[config.mk]
export PLATFORM = sky130hd
export DESIGN_NAME = black_level_expander
export DESIGN_NICKNAME = d
export VERILOG_FILES = /design/src/rtl/blx_pkg.sv /design/src/rtl/blx_lpf.sv /design/src/rtl/blx_stats.sv /design/src/rtl/blx_tilt.sv /design/src/rtl/blx_expand.sv /design/src/rtl/black_level_expander.sv
export SDC_FILE = /design/constraint.sdc
export NUM_CORES = 1
export LEC_CHECK = 0
export ABC_AREA = 0
export BUFFER_PORTS_ARGS = -buffer_cell sky130_fd_sc_hd__buf_2
export CORE_AREA = 4 4 132 134
export DETAILED_ROUTE_END_ITERATION = 6
export DIE_AREA = 0 0 136 138
export GPL_TIMING_DRIVEN = 0
export PLACE_DENSITY = 0.79
export SLEW_MARGIN = 10
export SYNTH_ARGS = -nofsm -noshare
export SYNTH_HDL_FRONTEND = slang
export SYNTH_SLANG_ARGS = --single-unit
export TNS_END_PERCENT = 20
[constraint.sdc]
create_clock -name clk_i -period 7.59 [get_ports clk_i]
set_clock_uncertainty 0.15 [all_clocks]
set_input_delay 2.277 -clock clk_i [delete_from_list [all_inputs] [get_ports clk_i]]
set_output_delay 2.277 -clock clk_i [all_outputs]
set_load 0.02 [all_outputs]
[src/rtl/blx_pkg.sv]
`timescale 1ns/1ps
package blx_pkg;
  localparam int unsigned BLX_DATA_W    = 8;
  localparam int unsigned BLX_FRAC_W    = 4;
  localparam int unsigned BLX_LINE_W    = 10;
  localparam int unsigned BLX_TAPS_LOG2 = 2;

  // per-sample decision carried from stage 2 to stage 3
  typedef enum logic [1:0] {
    SEL_PASS_TILT = 2'd0,
    SEL_PASS_CEIL = 2'd1,
    SEL_EXPAND    = 2'd2
  } blx_sel_e;
endpackage

[src/rtl/blx_lpf.sv]
`timescale 1ns/1ps
module blx_lpf #(
  parameter int unsigned DATA_W    = blx_pkg::BLX_DATA_W,
  parameter int unsigned TAPS_LOG2 = blx_pkg::BLX_TAPS_LOG2
) (
  input  logic              clk_i,
  input  logic              rst_ni,
  input  logic              valid_i,
  input  logic [DATA_W-1:0] luma_i,
  output logic [DATA_W-1:0] avg_o
);
  localparam int unsigned TAPS  = 1 << TAPS_LOG2;
  localparam int unsigned SUM_W = DATA_W + TAPS_LOG2;

  logic [TAPS-2:0][DATA_W-1:0] hist_q;
  logic [SUM_W-1:0]            sum;

  if (TAPS > 2) begin : g_deep
    always_ff @(posedge clk_i or negedge rst_ni) begin
      if (!rst_ni)      hist_q <= '0;
      else if (valid_i) hist_q <= {hist_q[TAPS-3:0], luma_i};
    end
  end else begin : g_single
    always_ff @(posedge clk_i or negedge rst_ni) begin
      if (!rst_ni)      hist_q <= '0;
      else if (valid_i) hist_q <= luma_i;
    end
  end

  always_comb begin
    sum = SUM_W'(luma_i);
    for (int i = 0; i < TAPS - 1; i++) sum = sum + SUM_W'(hist_q[i]);
  end

  assign avg_o = DATA_W'(sum >> TAPS_LOG2);
endmodule

[src/rtl/blx_stats.sv]
`timescale 1ns/1ps
module blx_stats #(
  parameter int unsigned DATA_W = blx_pkg::BLX_DATA_W,
  parameter int unsigned LINE_W = blx_pkg::BLX_LINE_W
) (
  input  logic              clk_i,
  input  logic              rst_ni,
  input  logic              valid_i,
  input  logic [DATA_W-1:0] avg_i,
  input  logic              line_start_i,
  input  logic              field_start_i,
  input  logic [LINE_W-1:0] win_first_i,
  input  logic [LINE_W-1:0] win_last_i,
  output logic [DATA_W-1:0] field_min_o,
  output logic [DATA_W-1:0] field_max_o
);
  localparam logic [LINE_W-1:0] LINE_MAX = '1;

  logic [LINE_W-1:0] line_q;
  logic [DATA_W-1:0] run_min_q, run_max_q;
  logic [DATA_W-1:0] fmin_q, fmax_q;
  logic              in_win;
  logic              empty_run;

  assign in_win = valid_i && !field_start_i &&
                  (line_q >= win_first_i) && (line_q <= win_last_i);
  // nothing tracked leaves min above max
  assign empty_run = run_max_q < run_min_q;

  always_ff @(posedge clk_i or negedge rst_ni) begin
    if (!rst_ni)                                line_q <= '0;
    else if (field_start_i)                     line_q <= '0;
    else if (line_start_i && line_q != LINE_MAX) line_q <= line_q + LINE_W'(1);
  end

  always_ff @(posedge clk_i or negedge rst_ni) begin
    if (!rst_ni) begin
      run_min_q <= '1;
      run_max_q <= '0;
    end else if (field_start_i) begin
      run_min_q <= '1;
      run_max_q <= '0;
    end else if (in_win) begin
      if (avg_i < run_min_q) run_min_q <= avg_i;
      if (avg_i > run_max_q) run_max_q <= avg_i;
    end
  end

  always_ff @(posedge clk_i or negedge rst_ni) begin
    if (!rst_ni) begin
      fmin_q <= '0;
      fmax_q <= '0;
    end else if (field_start_i) begin
      fmin_q <= empty_run ? '0 : run_min_q;
      fmax_q <= empty_run ? '0 : run_max_q;
    end
  end

  assign field_min_o = fmin_q;
  assign field_max_o = fmax_q;
endmodule

[src/rtl/blx_tilt.sv]
`timescale 1ns/1ps
module blx_tilt #(
  parameter int unsigned DATA_W = blx_pkg::BLX_DATA_W,
  parameter int unsigned FRAC_W = blx_pkg::BLX_FRAC_W
) (
  input  logic [DATA_W-1:0] field_min_i,
  input  logic [DATA_W-1:0] field_max_i,
  input  logic [FRAC_W-1:0] coef_i,
  output logic [DATA_W-1:0] tilt_o
);
  localparam int unsigned PW = DATA_W + FRAC_W;

  logic [DATA_W-1:0] span;
  logic [PW-1:0]     prod;

  assign span   = field_max_i - field_min_i;
  assign prod   = PW'(span) * PW'(coef_i);
  assign tilt_o = field_min_i + DATA_W'(prod >> FRAC_W);
endmodule

[src/rtl/blx_expand.sv]
`timescale 1ns/1ps
module blx_expand
  import blx_pkg::*;
#(
  parameter int unsigned DATA_W = BLX_DATA_W,
  parameter int unsigned FRAC_W = BLX_FRAC_W
) (
  input  logic              clk_i,
  input  logic              rst_ni,
  input  logic              valid_i,
  input  logic [DATA_W-1:0] luma_i,
  input  logic [DATA_W-1:0] tilt_i,
  input  logic [FRAC_W-1:0] gain_i,
  input  logic [DATA_W-1:0] ceil_i,
  output logic              valid_o,
  output logic [DATA_W-1:0] luma_o
);
  localparam int unsigned PW = DATA_W + FRAC_W;

  // stage 1: capture sample with its coefficients
  logic              vld1_q;
  logic [DATA_W-1:0] pix1_q, tilt1_q, ceil1_q;
  logic [FRAC_W-1:0] gain1_q;

  always_ff @(posedge clk_i or negedge rst_ni) begin
    if (!rst_ni) begin
      vld1_q  <= 1'b0;
      pix1_q  <= '0;
      tilt1_q <= '0;
      ceil1_q <= '0;
      gain1_q <= '0;
    end else begin
      vld1_q  <= valid_i;
      pix1_q  <= luma_i;
      tilt1_q <= tilt_i;
      ceil1_q <= ceil_i;
      gain1_q <= gain_i;
    end
  end

  // stage 2: classify and scale the distance to the tilt point
  blx_sel_e          sel1;
  logic [DATA_W-1:0] gap1;
  logic [PW-1:0]     prod1;
  logic [DATA_W-1:0] dlt1;

  always_comb begin
    if (pix1_q > ceil1_q)       sel1 = SEL_PASS_CEIL;
    else if (pix1_q >= tilt1_q) sel1 = SEL_PASS_TILT;
    else                        sel1 = SEL_EXPAND;
  end

  assign gap1  = tilt1_q - pix1_q;
  assign prod1 = PW'(gap1) * PW'(gain1_q);
  assign dlt1  = (sel1 == SEL_EXPAND) ? DATA_W'(prod1 >> FRAC_W) : '0;

  logic              vld2_q;
  logic [DATA_W-1:0] pix2_q, dlt2_q;
  blx_sel_e          sel2_q;

  always_ff @(posedge clk_i or negedge rst_ni) begin
    if (!rst_ni) begin
      vld2_q <= 1'b0;
      pix2_q <= '0;
      dlt2_q <= '0;
      sel2_q <= SEL_PASS_TILT;
    end else begin
      vld2_q <= vld1_q;
      pix2_q <= pix1_q;
      dlt2_q <= dlt1;
      sel2_q <= sel1;
    end
  end

  // stage 3: subtract, clamp at black
  logic [DATA_W-1:0] res2;

  always_comb begin
    if (sel2_q == SEL_EXPAND) res2 = (pix2_q >= dlt2_q) ? pix2_q - dlt2_q : '0;
    else                      res2 = pix2_q;
  end

  always_ff @(posedge clk_i or negedge rst_ni) begin
    if (!rst_ni) begin
      valid_o <= 1'b0;
      luma_o  <= '0;
    end else begin
      valid_o <= vld2_q;
      luma_o  <= res2;
    end
  end
endmodule

[src/rtl/black_level_expander.sv]
`timescale 1ns/1ps
module black_level_expander #(
  parameter int unsigned DATA_W    = blx_pkg::BLX_DATA_W,
  parameter int unsigned FRAC_W    = blx_pkg::BLX_FRAC_W,
  parameter int unsigned LINE_W    = blx_pkg::BLX_LINE_W,
  parameter int unsigned TAPS_LOG2 = blx_pkg::BLX_TAPS_LOG2
) (
  input  logic              clk_i,
  input  logic              rst_ni,
  input  logic              valid_i,
  input  logic [DATA_W-1:0] luma_i,
  input  logic              line_start_i,
  input  logic              field_start_i,
  input  logic [LINE_W-1:0] win_first_i,
  input  logic [LINE_W-1:0] win_last_i,
  input  logic [FRAC_W-1:0] tilt_coef_i,
  input  logic [FRAC_W-1:0] gain_i,
  input  logic [DATA_W-1:0] ceil_i,
  output logic              valid_o,
  output logic [DATA_W-1:0] luma_o
);
  logic [DATA_W-1:0] avg_w;
  logic [DATA_W-1:0] fmin_w, fmax_w;
  logic [DATA_W-1:0] tilt_w;

  blx_lpf #(.DATA_W(DATA_W), .TAPS_LOG2(TAPS_LOG2)) u_lpf (
    .clk_i   (clk_i),
    .rst_ni  (rst_ni),
    .valid_i (valid_i),
    .luma_i  (luma_i),
    .avg_o   (avg_w)
  );

  blx_stats #(.DATA_W(DATA_W), .LINE_W(LINE_W)) u_stats (
    .clk_i         (clk_i),
    .rst_ni        (rst_ni),
    .valid_i       (valid_i),
    .avg_i         (avg_w),
    .line_start_i  (line_start_i),
    .field_start_i (field_start_i),
    .win_first_i   (win_first_i),
    .win_last_i    (win_last_i),
    .field_min_o   (fmin_w),
    .field_max_o   (fmax_w)
  );

  blx_tilt #(.DATA_W(DATA_W), .FRAC_W(FRAC_W)) u_tilt (
    .field_min_i (fmin_w),
    .field_max_i (fmax_w),
    .coef_i      (tilt_coef_i),
    .tilt_o      (tilt_w)
  );

  blx_expand #(.DATA_W(DATA_W), .FRAC_W(FRAC_W)) u_expand (
    .clk_i   (clk_i),
    .rst_ni  (rst_ni),
    .valid_i (valid_i),
    .luma_i  (luma_i),
    .tilt_i  (tilt_w),
    .gain_i  (gain_i),
    .ceil_i  (ceil_i),
    .valid_o (valid_o),
    .luma_o  (luma_o)
  );
endmodule

; ---- Word-level counts from Yosys, hierarchy flattened
; Index checks and enable logic that the tools add are counted.
[totals]
ff_bits = 123
in_bits = 49
out_inout_bits = 9
elab_cells = 66
[classes]
addsub = 8
n_mul = 2
order_cmp = 8
n_eq_ne = 3
n_mux = 15
n_reduce_logical = 11
[ops]
columns = cell, n
row1 = two-way mux 8 bit, 11
row2 = multiplier 8 x 4 -> 12 bit, 2
row3 = subtractor 8 bit, 3
row4 = adder 10 x 8 -> 10 bit, 2
row5 = two-way mux 10 bit, 2
row6 = greater-or-equal comparator 8 bit, 2
row7 = greater-than comparator 8 bit, 2
row8 = < comparator 8 bit, 2
row9 = "adder 10 x 1 -> 10 bit, second input constant", 1
row10 = greater-or-equal comparator 10 bit, 1
row11 = less-or-equal comparator 10 bit, 1
row12 = "inequality test 10 bit, second input constant", 1
row13 = adder 8 x 8 -> 9 bit, 1
row14 = adder 8 bit, 1
row15 = nonzero test 2 bit, 4
row16 = "== test 2 bit, second input constant", 2
row17 = logical AND 1 bit, 4
row18 = two-way mux 2 bit, 2
row19 = AND reduction 2 bit, 2
row20 = logical NOT 1 bit, 1

; ---- Logic depth before layout (Yosys ltp)
; Gate-level depths: netlist of the first run.
[logic_depth]
word_depth = 7
depth_mapped = 26
depth_no_buf = 26

; ---- Cells and area by module
; A second synthesis of the first run with hierarchy kept.
[hier_totals]
hier_cells = 987
area_unflattened_um2 = 9452.8
[by_module_without_submodules]
columns = module, instances, cells_per_inst, area_per_inst_um2, seq_area_each_um2
row1 = blx_expand, 1, 327, 3453.3, 1426.4
row2 = blx_stats, 1, 308, 2950.3, 1061.0
row3 = blx_lpf, 1, 173, 1615.3, 600.6
row4 = blx_tilt, 1, 179, 1433.9, 0.0

; ---- Worst setup path after synthesis of the first run
; Ideal clock, no wire load.
[synth_timing]
kind = input port to flip-flop
from = input luma_i[0]
to = register u_stats.run_min_q[0]
setup_time_ns = 0.075
arrival_time_ns = 6.371
required_time_ns = 7.365
slack_ns = 0.994
cell_stages = 23
path_buffers = 1
cell_sequence = ha_1 > inv_1 > fa_1 > nor2b_1 > o21ai_0 > a21boi_0 > o21ai_0 > nand2b_1 > xnor2_1 > fa_1 > inv_1 > ha_1 > buf_2 > and3b_1 > a2111oi_0 > o211ai_1 > ha_1 > a21o_1 > a21o_1 > a21oi_1 > o31ai_1 > nor3_4 > mux2i_1
[synth_via]
elab_chain_len = 6
elab_cells_between_ends = 9
cone_classes = add/sub (3) / order compare (1) / mux (3) / reduce/logical (2)
[synth_lines]
columns = item, line_no
row1 = "start, declared", black_level_expander.sv:11  ; input logic [DATA_W-1:0] luma_i,
row2 = adder 8 x 8 -> 9 bit (*), blx_lpf.sv:32  ; for (int i = 0; i < TAPS - 1; i++) sum = sum + SUM_W'(hist_q[i]);
row3 = adder 10 x 8 -> 10 bit (*) (2 in a row), blx_lpf.sv:32
row4 = < comparator 8 bit / two-way mux 8 bit (equally long branches), blx_stats.sv:44  ; if (avg_i < run_min_q) run_min_q <= avg_i;
row5 = nonzero test 2 bit (no line) / two-way mux 8 bit (equally long branches), n/a
row6 = AND reduction 2 bit (no line) / two-way mux 8 bit (equally long branches), n/a
row7 = "end signal, assigned", blx_stats.sv:44
row8 = "end, declared", blx_stats.sv:20  ; logic [DATA_W-1:0] run_min_q, run_max_q;
; Every way passes the cells marked *; elsewhere a longest branch is shown, timed or not. The select of a mux whose other input is x is not followed.
; A chain may end at the register's enable or synchronous reset.

; ---- Worst setup path in the final report of the first run
[layout_timing]
from = input luma_i[0]
to = register u_stats.run_min_q[7]
; The elaborated chain is that of the path after synthesis.

==> results.md, run 1 <==
* Status: completed
* DR vias/cell at approximately 5.6
* Fillers at about 1300
* Placed cell areas at a little over 10000 µm²
* Initial Utilization at between 50% and 60%
* Root Buffer: clkbuf_16
* Sink Count at ~120
* Count of different cell masters after synthesis at between 70 and 80
* DRT antenna net count at 0
* CP Cell Sequence: buf_2 > ha_1 > inv_1 > fa_1 > nor2b_1 > o21ai_0 > a21boi_0 > o21ai_0 > nand2b_1 > xnor2_1 > fa_1 > inv_1 > ha_1 > buf_2 > and3b_1 > a2111oi_0 > o211ai_1 > ha_1 > a21o_1 > a21o_1 > a21oi_1 > o31ai_1 > nor3_4 > mux2i_1
* Post-route DRC at 0
* Mapped Area at about 9600 µm²
* Via count at 7469
* VDD IR max at approximately 0.00021 V
* Startpoint class of the critical path: input port
* Clock latency at the later pin of the worst-skew pair at 0.42 ns
* H-tree depth reported by CTS at 4
* WP data arrival at just over 7 ns
* Pint at 1550 µW
* Asr flop ratio synth at 100%
* Die Span Y at roughly 140 µm
* Syn Nets at 1235
* Post-synthesis sequential area ratio at between 30% and 40%
* Clock power share at roughly a third
* Post-layout net count at 1311
* Post CTS Setup Buffer Count at 0
* Seq pwr share at between 20% and 30%
* Critical path required time at 7.78 ns
* CP max stage delay at about 0.49 ns
* Final setup TNS at 0 ns
* CTS tree: built
* Dpl ws at 0.149 ns
* # rows at 47
* Share of layout cells above drive strength 1 at 11.7%
* Detail Placement HPWL at approximately 15 mm
* Worst Hold Class: flip-flop to flip-flop
* IO Count at 58
* Area of the multi-input gates at 5810 µm²
* P per Cell Area at roughly 220 nW/µm²
* Top_reg_cell synth: dfrtp_1
* Final setup violation count at 0
* Gr usage total at between 20% and 30%
* Fmax achieved at about 0.14 GHz
* Post-layout minimum cycle time at ~7.0 ns
* DR iter-0 viols at ~390
* CTS max path bufs at 2
* Syn Inst Count at roughly 1000
* Drt wl/cell at ~15 µm
* Max reg flops at 24
* Max Cap Violations at 0
* Initial antenna violation count at 1
* Max-slew violations at 0
* Worst setup margin at roughly 0.56 ns
* RePlAce Congestion at between 0.8 and 0.9
* Slew HR at 58.3%
* Combinational Power Share at 37.3%
* Clk slew on worst S/H paths at around 0.060 ns
* Largest regs: u_lpf.hist_q (24), u_stats.line_q (10)
* Finished Layout Cells at between 1000 and 1500
* CP Class: input port to flip-flop
* Area grow syn2layout at 12.4%
* 1st-pass router iterations at 5
* Total Wirelength at between 20 and 25 mm
* Slowest CP cell: fa_1
* CP top delay family: compound AO/OA/AOI/OAI gates
* Hold buffers post-CTS at 0
* Cells after DPL at about 1300
* Pleak at between 0.005 and 0.006 µW
* CP bufs+invs at 4
* Most numerous cell on the critical path: ha_1
* Reg area at ~3100 µm²
* Overall Power at roughly 2400 µW
* Setup crit end kind: flip-flop
* Full die area at ~19000 µm²
* FF+latch count, synth at 123
* Die W at between 100 and 150 µm
* Final instance area at 10800 µm²
* Largest Register: u_lpf.hist_q
* Synth Area per Inst at 9.34 µm²
* Sw frac at a little over a third
* Remaining Overflow, GRT at 0
* CP max FO at 10
* Final period utilization at approximately 90%
* Clock buffers created by TritonCTS at 17
* First-pass GRT wire length at 35.5 mm
* Switch Pwr at roughly 870 µW
* EDFF count, synth at 0
* Worst Max-Slew Pin Slew at 0.626 ns
* Unrepaired setup endpoints after global routing: false
* Synth warn at 0
* Post-CTS resize count at 0
* Fin. Hold Viols at 0
* Vias in the first global route at roughly 7600
* Largest net degree at the start of global routing at 67
* Count of input and output buffers at 56
* Core box area at ~16000 µm²
==> power by group through the flow <==
stage          registers [µW]  logic (µW)  clock network, µW
3_5_place_dp              713         876                  0
6_report                  702         900                811
4_1_cts                   702         893                819
2_1_floorplan             711         658                  0
5_1_grt                   705        1020                852
3_3_place_gp              712         847                  0
==> per-stage QoR <==
stage	hold slack, ns	utilization, %
after CTS	0.203	66.0
after detailed placement	0.193	62.4
after global routing	0.210	66.0
after floorplan	0.181	-
after global placement	0.182	62.2
final	0.199	66.1
==> worst register-to-register path: cells and delay by family (launching register included) <==
family          cells  cell delay, ns
fa+ha+maj           6            2.08
compound gates      6            1.65
xor+xnor            4            0.70
flops               1            0.39
simple gates        2            0.30
buf+inv             4            0.23
==> cell type report <==
class,count,share of cell area [%]
multi-input cells,725,54.0
flip-flops and latches,123,28.7
inverters,152,5.30
clock buffers,19,4.21
repair buffers,57,2.92
well taps,220,2.56
clock inverters,13,1.34
plain buffers,25,1.00
diodes,1,0.0233
==> logic make-up (layout without fill, tap and decap cells) <==
family                   after synthesis  after routing  synth area share [%]
AND/OR/NAND/NOR                      278            278                  15.0
AO/OA/AOI/OAI                        221            221                  15.5
buffers and inverters                177            266                  7.08
adder cells (fa/ha/maj)              161            161                  23.8
flip-flops                           123            123                  32.3
XOR/XNOR                              46             46                  4.21
multiplexers                          19             19                  2.14
other                                  0              1                     0
==> routing by layer <==
metal / up-vias / track usage [%] / routed length (µm)
met5: - / 0 / 0
met4: 0 / 7.96 / 378
met3: 30 / 4.11 / 729
met2: 153 / 39.6 / 10500
met1: 3603 / 28.9 / 8800
li1: 3683 / - / -
==> synth_stat cells (8+ instances only) <==
| cell type | count | area share (%) |
|---|---|---|
| inv_1 | 152 | 6.0 |
| buf_2 | 8 | 0.42 |
| dfrtp_1 | 115 | 30 |
| xor2_1 | 18 | 1.6 |
| nor2_1 | 50 | 2.0 |
| o21a_1 | 11 | 0.86 |
| ha_1 | 126 | 16 |
| a22oi_1 | 10 | 0.78 |
| o31ai_1 | 8 | 0.63 |
| a21oi_1 | 50 | 2.6 |
| nor3_1 | 16 | 0.84 |
| a21o_1 | 21 | 1.6 |
| xnor2_1 | 28 | 2.6 |
| dfstp_2 | 8 | 2.2 |
| and3_1 | 14 | 0.91 |
| nand2_1 | 75 | 2.9 |
| mux2_2 | 11 | 1.3 |
| a22o_1 | 8 | 0.73 |
| nand4_1 | 21 | 1.4 |
| nor2b_1 | 13 | 0.85 |
| and2_1 | 26 | 1.7 |
| fa_1 | 35 | 7.3 |
| nand3_1 | 21 | 1.1 |
| nand2b_1 | 14 | 0.91 |
| clkbuf_1 | 12 | 0.47 |
| o21ai_0 | 52 | 2.7 |
==> cell usage in the layout (no fill, tap or decap), types with 26 or more instances in the layout <==
cell type,count
a21oi_1,50
and2_1,26
buf_2,63
dfrtp_1,115
fa_1,35
ha_1,126
inv_1,152
nand2_1,75
nor2_1,50
o21ai_0,52
xnor2_1,28
==> worst paths after layout <==
check / end / start / cells past startpoint / slack (ns)
setup / recovery: u_stats.run_min_q[7]$_DFFE_PN1P_ / luma_i[0] / 24 / 0.56
hold / removal: u_expand.vld2_q$_DFF_PN0_ / u_expand.vld1_q$_DFF_PN0_ / 0 / 0.20
setup reg to reg: u_expand.tilt1_q[7]$_DFF_PN0_ / u_stats.field_max_o[0]$_DFFE_PN0P_ / 22 / 1.98
hold reg to reg: u_expand.vld2_q$_DFF_PN0_ / u_expand.vld1_q$_DFF_PN0_ / 0 / 0.20
min in group asynchronous: u_expand.gain1_q[0]$_DFF_PN0_ / rst_ni / 1 / 1.67
max in group asynchronous: u_expand.ceil1_q[6]$_DFF_PN0_ / rst_ni / 2 / 4.90
Power figures use the tool's default switching activity.
==> run 2: changes to the inputs <==
--- a/config.mk
+++ b/config.mk
@@ -7,13 +7,13 @@
 export LEC_CHECK = 0
 export ABC_AREA = 0
 export BUFFER_PORTS_ARGS = -buffer_cell sky130_fd_sc_hd__buf_2
-export CORE_AREA = 4 4 132 134
+export CORE_AREA = 4 4 131 133
 export DETAILED_ROUTE_END_ITERATION = 6
-export DIE_AREA = 0 0 136 138
+export DIE_AREA = 0 0 135 137
 export GPL_TIMING_DRIVEN = 0
 export PLACE_DENSITY = 0.79
-export SLEW_MARGIN = 10
 export SYNTH_ARGS = -nofsm -noshare
 export SYNTH_HDL_FRONTEND = slang
+export SYNTH_HIERARCHICAL = 1
 export SYNTH_SLANG_ARGS = --single-unit
 export TNS_END_PERCENT = 20
==> results.md, run 2 <==
* Status: completed
* Synth area leader: dfrtp_1
* R2R Setup Slk at 1.75 ns (-0.23 ns)
* Post-layout minimum cycle time at 6.47 ns (-0.561 ns)
* GRT met1 Usage at 28.9% (+0.066 points)
* Asr flop ratio synth at 100% (unchanged)
* Worst r2r path cells at 23 (+4.5%)
* Syn Inst Count at 987 (-3.7%)
* Layer with the highest usage: met2
* Share of layout cells above drive strength 1 at 12.1% (+0.40 points)
* Post-route DRC at 0 (unchanged)
* DRT antenna net count at 0 (unchanged)
* Ant. Diodes at 0 (-1)
* Detail Placement HPWL at 15.1 mm (-2.1%)
* Root Buffer: clkbuf_16
* Count of different cell masters after synthesis at 77 (+8.5%)
* Fillers at 1207 (-7.8%)
* M2 GR Usage at 39.6% (about the same)
* Die W at 135 µm (-0.74%)
* Drt wl/cell at 15.2 µm (-0.37%)
* Clock buffers created by TritonCTS at 17 (unchanged)
* Combinational Power Share at 57.8% (+20 points)
* Pleak at 0.00554 µW (+0.49%)
* Core box area at 15800 µm² (-2.8%)
* Seq pwr share at 20.3% (-8.8 points)
* Pint at 2150 µW (+39%)
* Placed cell areas at 10000 µm² (-1.2%)
* DR vias/cell at 5.50 (-1.7%)
* Total Wirelength at 19.7 mm (-3.5%)
* RePlAce Congestion at 0.857 (+4.7%)
* Area grow syn2layout at 12.6%
* CP top delay family: adder cells
* Overall Power at 3760 µW (+56%)
* CP Class: input port to flip-flop
* IO Count at 58 (unchanged)
* Largest regs: u_lpf/hist_q (24), u_stats/line_q (10)
* Fin. Hold Viols at 0 (unchanged)
* Worst Max-Slew Pin Slew at 0.737 ns (+0.111 ns)
* Most numerous cell on the critical path: fa_1
* Slew HR at 50.9% (-7.4 points)
* Critical path required time at 7.70 ns (-0.08 ns)
* Commonest non-fill, non-tap cells in the layout: inv_1, ha_1, dfrtp_1
* Final setup violation count at 0 (unchanged)
* Clk slew on worst S/H paths at 0.06 ns (about the same)
* CP bufs+invs at 3 (-1)
* GR Layer Usage met3 at 4.19% (+0.085 points)
* Top_reg_cell synth: dfrtp_1
* Fmax achieved at 0.154 GHz (+8.7%)
* Worst R2R Start: u_stats/field_min_o[0]$_DFFE_PN0P_
* CP startpoint: luma_i[1]
* Startpoint class of the critical path: input port
* Syn Nets at 1195 (-3.2%)
* VDD IR max at 0.000363 V (+73%)
* Die Span Y at 137 µm (-0.72%)
* P per Cell Area at 353 nW/µm² (+58%)
* CP Cell Sequence: buf_2 > inv_1 > fa_1 > inv_1 > fa_1 > nand2_1 > nor2_1 > fa_1 > a21o_1 > a21oi_2 > o21ai_1 > a22oi_1 > ha_1 > and4_1 > a31oi_1 > nand2_1 > nor3_2 > o31ai_1
* Post-synthesis sequential area ratio at 32.7% (+0.41 points)
* CTS tree: built
* First-pass GRT wire length at 33.8 mm (-4.7%)
* Worst Hold Class: flip-flop to flip-flop
* Count of input and output buffers at 57 (+1.8%)
* CP Depth at 18 (-25%)
* Top cells by count, synth: inv_1, ha_1, dfrtp_1
* Remaining Overflow, GRT at 0 (unchanged)
* Final setup TNS at 0 ns (unchanged)
* Synth Area per Inst at 9.58 µm² (+2.5%)
* FF+latch count, synth at 123 (unchanged)
* Post-CTS resize count at 0 (unchanged)
* Max reg flops at 24 (unchanged)
* Sink Count at 123 (unchanged)
* CP max FO at 10 (unchanged)
* Initial antenna violation count at 0 (-1)
* CP Capture Point: u_stats/run_max_q[7]$_DFFE_PN0P_
* Final instance area at 10600 µm² (-1.1%)
* Vias in the first global route at 7303 (-4.3%)
* Setup crit end kind: flip-flop
* Clock power share at 21.9% (-12 points)
* Largest Register: u_lpf/hist_q
* Full die area at 18500 µm² (-1.5%)
* Worst setup margin at 1.12 ns (+0.561 ns)
* Final period utilization at 85.3% (-7.4 points)
* Gr usage total at 22.6% (-0.31 points)
* Most common cell after layout, fill and taps aside: inv_1
* FF-to-FF End: u_expand/tilt1_q[7]$_DFF_PN0_
* Mapped Area at 9450 µm² (-1.3%)
* H-tree depth reported by CTS at 4 (unchanged)
* CP max stage delay at 0.55 ns (+0.06 ns)
* Clock latency at the later pin of the worst-skew pair at 0.42 ns (about the same)
* Largest net degree at the start of global routing at 104 (+55%)
* Dpl ws at 0.799 ns (+0.650 ns)
* Synth area leaders: dfrtp_1, ha_1, fa_1
* Initial Utilization at 59.7% (+0.96 points)
* Post-layout net count at 1272 (-3.0%)
* Top-area cell type share of the netlist area at 30.4% (+0.38 points)
* Hold buffers post-CTS at 0 (unchanged)
* Unrepaired setup endpoints after global routing: false
* DR iter-0 viols at 356 (-7.5%)
* Max-slew violations at 0 (unchanged)
* Sw frac at 43.0% (+7.0 points)
* Via count at 7114 (-4.8%)
* EDFF count, synth at 0 (unchanged)
* Max Cap Violations at 0 (unchanged)
* WP data arrival at 6.58 ns (-0.65 ns)
* # rows at 46 (-2.1%)
* Most frequent cell after synthesis: inv_1
* Slowest CP cell: fa_1
* CTS max path bufs at 2 (unchanged)
* Post CTS Setup Buffer Count at 0 (unchanged)
* 1st-pass router iterations at 5 (unchanged)
* Switch Pwr at 1620 µW (+86%)
* Synth warn at 6 (+6)
-- run 2: changes by cell type in the layout (fill, tap and decap cells not counted), sizes merged, moves of 8 or more --
| cell | change |
|---|---|
| mux2i | +22 |
| inv | +18 |
| a21oi | -15 |
| nand4 | -12 |
| a22oi | -10 |
| nand3 | -10 |
| ha | -9 |
| mux2 | -9 |
| o21ai | -9 |
| or4 | +9 |
| and3 | -8 |
-- run 2: power groups by stage --
stage	logic [µW]	registers, µW	clock network [µW]
after floorplan	1690	777	0
final	2180	763	823
after global routing	2470	771	870
after global placement	2090	771	0
after CTS	2190	764	839
after detailed placement	2150	774	0
-- run 2: how the worst min path moves through the flow --
| stage | from | to | slack, ns | cells after the start |
|---|---|---|---|---|
| finish | u_expand/vld2_q$_DFF_PN0_ | u_expand/valid_o$_DFF_PN0_ | 0.20 | 0 |
| floorplan | u_expand/vld2_q$_DFF_PN0_ | u_expand/valid_o$_DFF_PN0_ | 0.18 | 0 |
| detailed placement | u_expand/vld2_q$_DFF_PN0_ | u_expand/valid_o$_DFF_PN0_ | 0.19 | 0 |
| global route | u_expand/vld2_q$_DFF_PN0_ | u_expand/valid_o$_DFF_PN0_ | 0.22 | 0 |
| CTS | u_expand/vld2_q$_DFF_PN0_ | u_expand/valid_o$_DFF_PN0_ | 0.21 | 0 |
| global placement | u_expand/vld1_q$_DFF_PN0_ | u_expand/vld2_q$_DFF_PN0_ | 0.18 | 0 |
-- run 2: kinds of logic (layout without fill, tap and decap cells) --
family | Yosys count | after routing | synth area share, %
flops | 123 | 123 | 32.7
compound gates | 177 | 177 | 13.2
simple gates | 274 | 274 | 15.2
mux | 32 | 32 | 3.43
xor+xnor | 42 | 42 | 3.89
buf+inv | 180 | 270 | 7.28
fa+ha+maj | 159 | 159 | 24.4
-- run 2: per-layer routing --
layer	up-vias	part of all wire (%)
met4	0	1.4
li1	3488	-
met5	-	0
met3	19	3.7
met1	3445	44
met2	162	51
-- run 2: worst register-to-register path: cells and delay by family, from the launching register on --
kind            cells  cell delay [ns]
compound gates      5             1.05
flops               1             0.44
fa+ha+maj           6             2.26
xor+xnor            4             0.70
simple gates        4             0.90
buf+inv             4             0.23
-- run 2: final cells by class --
type	count	area (µm²)	area share [%]
Multi-Input combinational cell	684	5680	53.3
Timing Repair Buffer	58	319	3.00
Inverter	163	612	5.75
Tap cell	216	270	2.54
Buffer	17	76.3	0.717
Sequential cell	123	3090	29.0
Clock buffer	17	425	4.00
Clock inverter	15	178	1.67
-- run 2: per-stage QoR --
step	hold slack [ns]	instances	utilization, %
after floorplan	0.181	987	-
after detailed placement	0.192	1261	63.4
after global routing	0.216	1293	67.3
final	0.203	1293	67.3
after global placement	0.182	1260	63.2
after CTS	0.205	1293	67.3
==> run 3: changes to the inputs <==
--- a/config.mk
+++ b/config.mk
@@ -7,11 +7,13 @@
 export LEC_CHECK = 0
 export ABC_AREA = 0
 export BUFFER_PORTS_ARGS = -buffer_cell sky130_fd_sc_hd__buf_2
-export CORE_AREA = 4 4 131 133
+export CELL_PAD_IN_SITES_DETAIL_PLACEMENT = 1
+export CELL_PAD_IN_SITES_GLOBAL_PLACEMENT = 2
+export CORE_AREA = 4 4 154 156
 export DETAILED_ROUTE_END_ITERATION = 6
-export DIE_AREA = 0 0 135 137
+export DIE_AREA = 0 0 158 160
 export GPL_TIMING_DRIVEN = 0
-export PLACE_DENSITY = 0.79
+export PLACE_DENSITY = 0.86
 export SYNTH_ARGS = -nofsm -noshare
 export SYNTH_HDL_FRONTEND = slang
 export SYNTH_HIERARCHICAL = 1
==> results.md, run 3 (synthesis results as in run 2) <==
* Status: completed
* Post-CTS resize count at 0 (unchanged)
* Final period utilization at 87.4% (+2.1 points)
* 1st-pass router iterations at 4 (-1)
* Largest net degree at the start of global routing at 95 (-8.7%)
* Share of layout cells above drive strength 1 at 12.0% (-0.082 points)
* Clock latency at the later pin of the worst-skew pair at 0.42 ns (about the same)
* Unrepaired setup endpoints after global routing: false
* H-tree depth reported by CTS at 4 (unchanged)
* Max-slew violations at 0 (unchanged)
* Die W at 158 µm (+17%)
* Drt wl/cell at 16.7 µm (+9.9%)
* Post-layout net count at 1272 (unchanged)
* Initial Utilization at 42.3% (-17 points)
* CP max FO at 10 (unchanged)
* Final setup TNS at 0 ns (unchanged)
* Worst R2R Start: u_stats/field_min_o[0]$_DFFE_PN0P_
* Most numerous cell on the critical path: fa_1
* Full die area at 25300 µm² (+37%)
* CTS max path bufs at 2 (unchanged)
* DRT antenna net count at 0 (unchanged)
* VDD IR max at 0.000226 V (-38%)
* CP top delay family: adder cells
* # rows at 55 (+20%)
* P per Cell Area at 363 nW/µm² (+2.9%)
* DR vias/cell at 5.23 (-4.9%)
* Initial antenna violation count at 0 (unchanged)
* Clock buffers created by TritonCTS at 17 (unchanged)
* Setup crit end kind: flip-flop
* Cells after DPL at 1330 (+5.5%)
* Detail Placement HPWL at 17.5 mm (+16%)
* Fillers at 2545 (+110%)
* Area of the multi-input gates at 5680 µm² (unchanged)
* Gr usage total at 19.0% (-3.7 points)
* Fin. Hold Viols at 0 (unchanged)
* CP Cell Sequence: buf_2 > inv_1 > fa_1 > inv_1 > fa_1 > nand2_1 > nor2_1 > fa_1 > a21o_1 > a21oi_2 > o21ai_1 > a22oi_1 > ha_1 > and4_1 > a31oi_1 > nand2_1 > nor3_2 > o31ai_1
* Worst Max-Slew Pin Slew at 0.749 ns (+0.0123 ns)
* Pleak at 0.00555 µW (+0.28%)
* Worst Hold Class: flip-flop to flip-flop
* IO Count at 58 (unchanged)
* Largest Register: u_lpf/hist_q
* Max reg flops at 24 (unchanged)
* Root Buffer: clkbuf_16
* Max Cap Violations at 0 (unchanged)
* First-pass GRT wire length at 38.8 mm (+15%)
* Vias in the first global route at 7918 (+8.4%)
* Critical path required time at 7.72 ns (+0.02 ns)
* Most common cell after layout, fill and taps aside: inv_1
* Final setup violation count at 0 (unchanged)
* Slowest CP cell: fa_1
* Clk slew on worst S/H paths at 0.06 ns (about the same)
* Hold Crit Start: u_expand/vld1_q$_DFF_PN0_
* Post CTS Setup Buffer Count at 0 (unchanged)
* Count of input and output buffers at 57 (unchanged)
* Slew HR at 50.1% (-0.82 points)
* Ant. Diodes at 0 (unchanged)
* Remaining Overflow, GRT at 0 (unchanged)
* Area grow syn2layout at 14.1%
* Largest regs: u_lpf/hist_q (24), u_stats/line_q (10)
* CP max stage delay at 0.55 ns (about the same)
* WP data arrival at 6.77 ns (+0.19 ns)
* Startpoint class of the critical path: input port
* RePlAce Congestion at 0.773 (-9.8%)
* Core box area at 22400 µm² (+41%)
* Reg area at 3090 µm² (unchanged)
* CTS tree: built
* Total Wirelength at 22.7 mm (+16%)
* Overall Power at 3920 µW (+4.2%)
* Die Span Y at 160 µm (+17%)
* CP startpoint: luma_i[1]
* Fmax achieved at 0.151 GHz (-2.4%)
* CP Class: input port to flip-flop
* Commonest non-fill, non-tap cells in the layout: inv_1, ha_1, dfrtp_1
* Sink Count at 123 (unchanged)
* Via count at 7119 (+0.070%)
* Finished Layout Cells at 1361 (+5.3%)
* Post-layout minimum cycle time at 6.63 ns (+0.161 ns)
* CP bufs+invs at 3 (unchanged)
* Fin util at 48.2% (-19 points)
* Post-route DRC at 0 (unchanged)
* Hold buffers post-CTS at 0 (unchanged)
* DR iter-0 viols at 217 (-39%)
## run 3: changes by cell type in the layout (fill, tap and decap cells not counted), sizes merged
cell / previous run / this run
bufinv: 2 / 5
clkbuf: 25 / 26
clkinv: 4 / 3
clkinvlp: 1 / 3
inv: 171 / 165
## run 3: stage by stage
| stage | instance area, µm² | setup slack (ns) | hold slack (ns) |
|---|---|---|---|
| finish | 10800 | 0.956 | 0.197 |
| global route | 10800 | 0.593 | 0.221 |
| CTS | 10800 | 0.984 | 0.200 |
| detailed placement | 10100 | 0.550 | 0.186 |
| global placement | 10100 | 0.604 | 0.183 |
| floorplan | 9450 | 1.37 | 0.181 |
## run 3: worst paths after layout
check,depth (start not counted),to,slack [ns]
setup / recovery,18,u_stats/run_max_q[5]$_DFFE_PN0P_,0.96
hold / removal,0,u_expand/vld2_q$_DFF_PN0_,0.20
setup reg to reg,24,u_expand/tilt1_q[7]$_DFF_PN0_,1.67
hold reg to reg,0,u_expand/vld2_q$_DFF_PN0_,0.20
max in group asynchronous,2,u_stats/run_min_q[4]$_DFFE_PN1P_,4.93
min in group asynchronous,1,u_expand/luma_o[6]$_DFF_PN0_,1.58
## run 3: report_power, final
part / internal [µW] / total [µW] / switching, µW / leakage [µW]
Clock: 593 / 911 / 318 / 0.000309
Sequential: 730 / 767 / 36.9 / 0.00154
Combinational: 928 / 2240 / 1310 / 0.00371
## run 3: final cells by class
class / count / share of cell area, %
well taps: 285 / 3.31
inverters: 163 / 5.67
flip-flops and latches: 123 / 28.6
plain buffers: 17 / 0.708
clock inverters: 13 / 2.01
clock buffers: 18 / 4.07
multi-input cells: 684 / 52.6
repair buffers: 58 / 2.96
## run 3: per-layer routing
metal / share of wire, % / up-vias / global-route usage (%)
met5: 0 / - / 0
met4: 1.7 / 0 / 4.73
met3: 2.4 / 28 / 3.52
met2: 51 / 80 / 32.8
met1: 45 / 3530 / 24.4
li1: - / 3481 / -
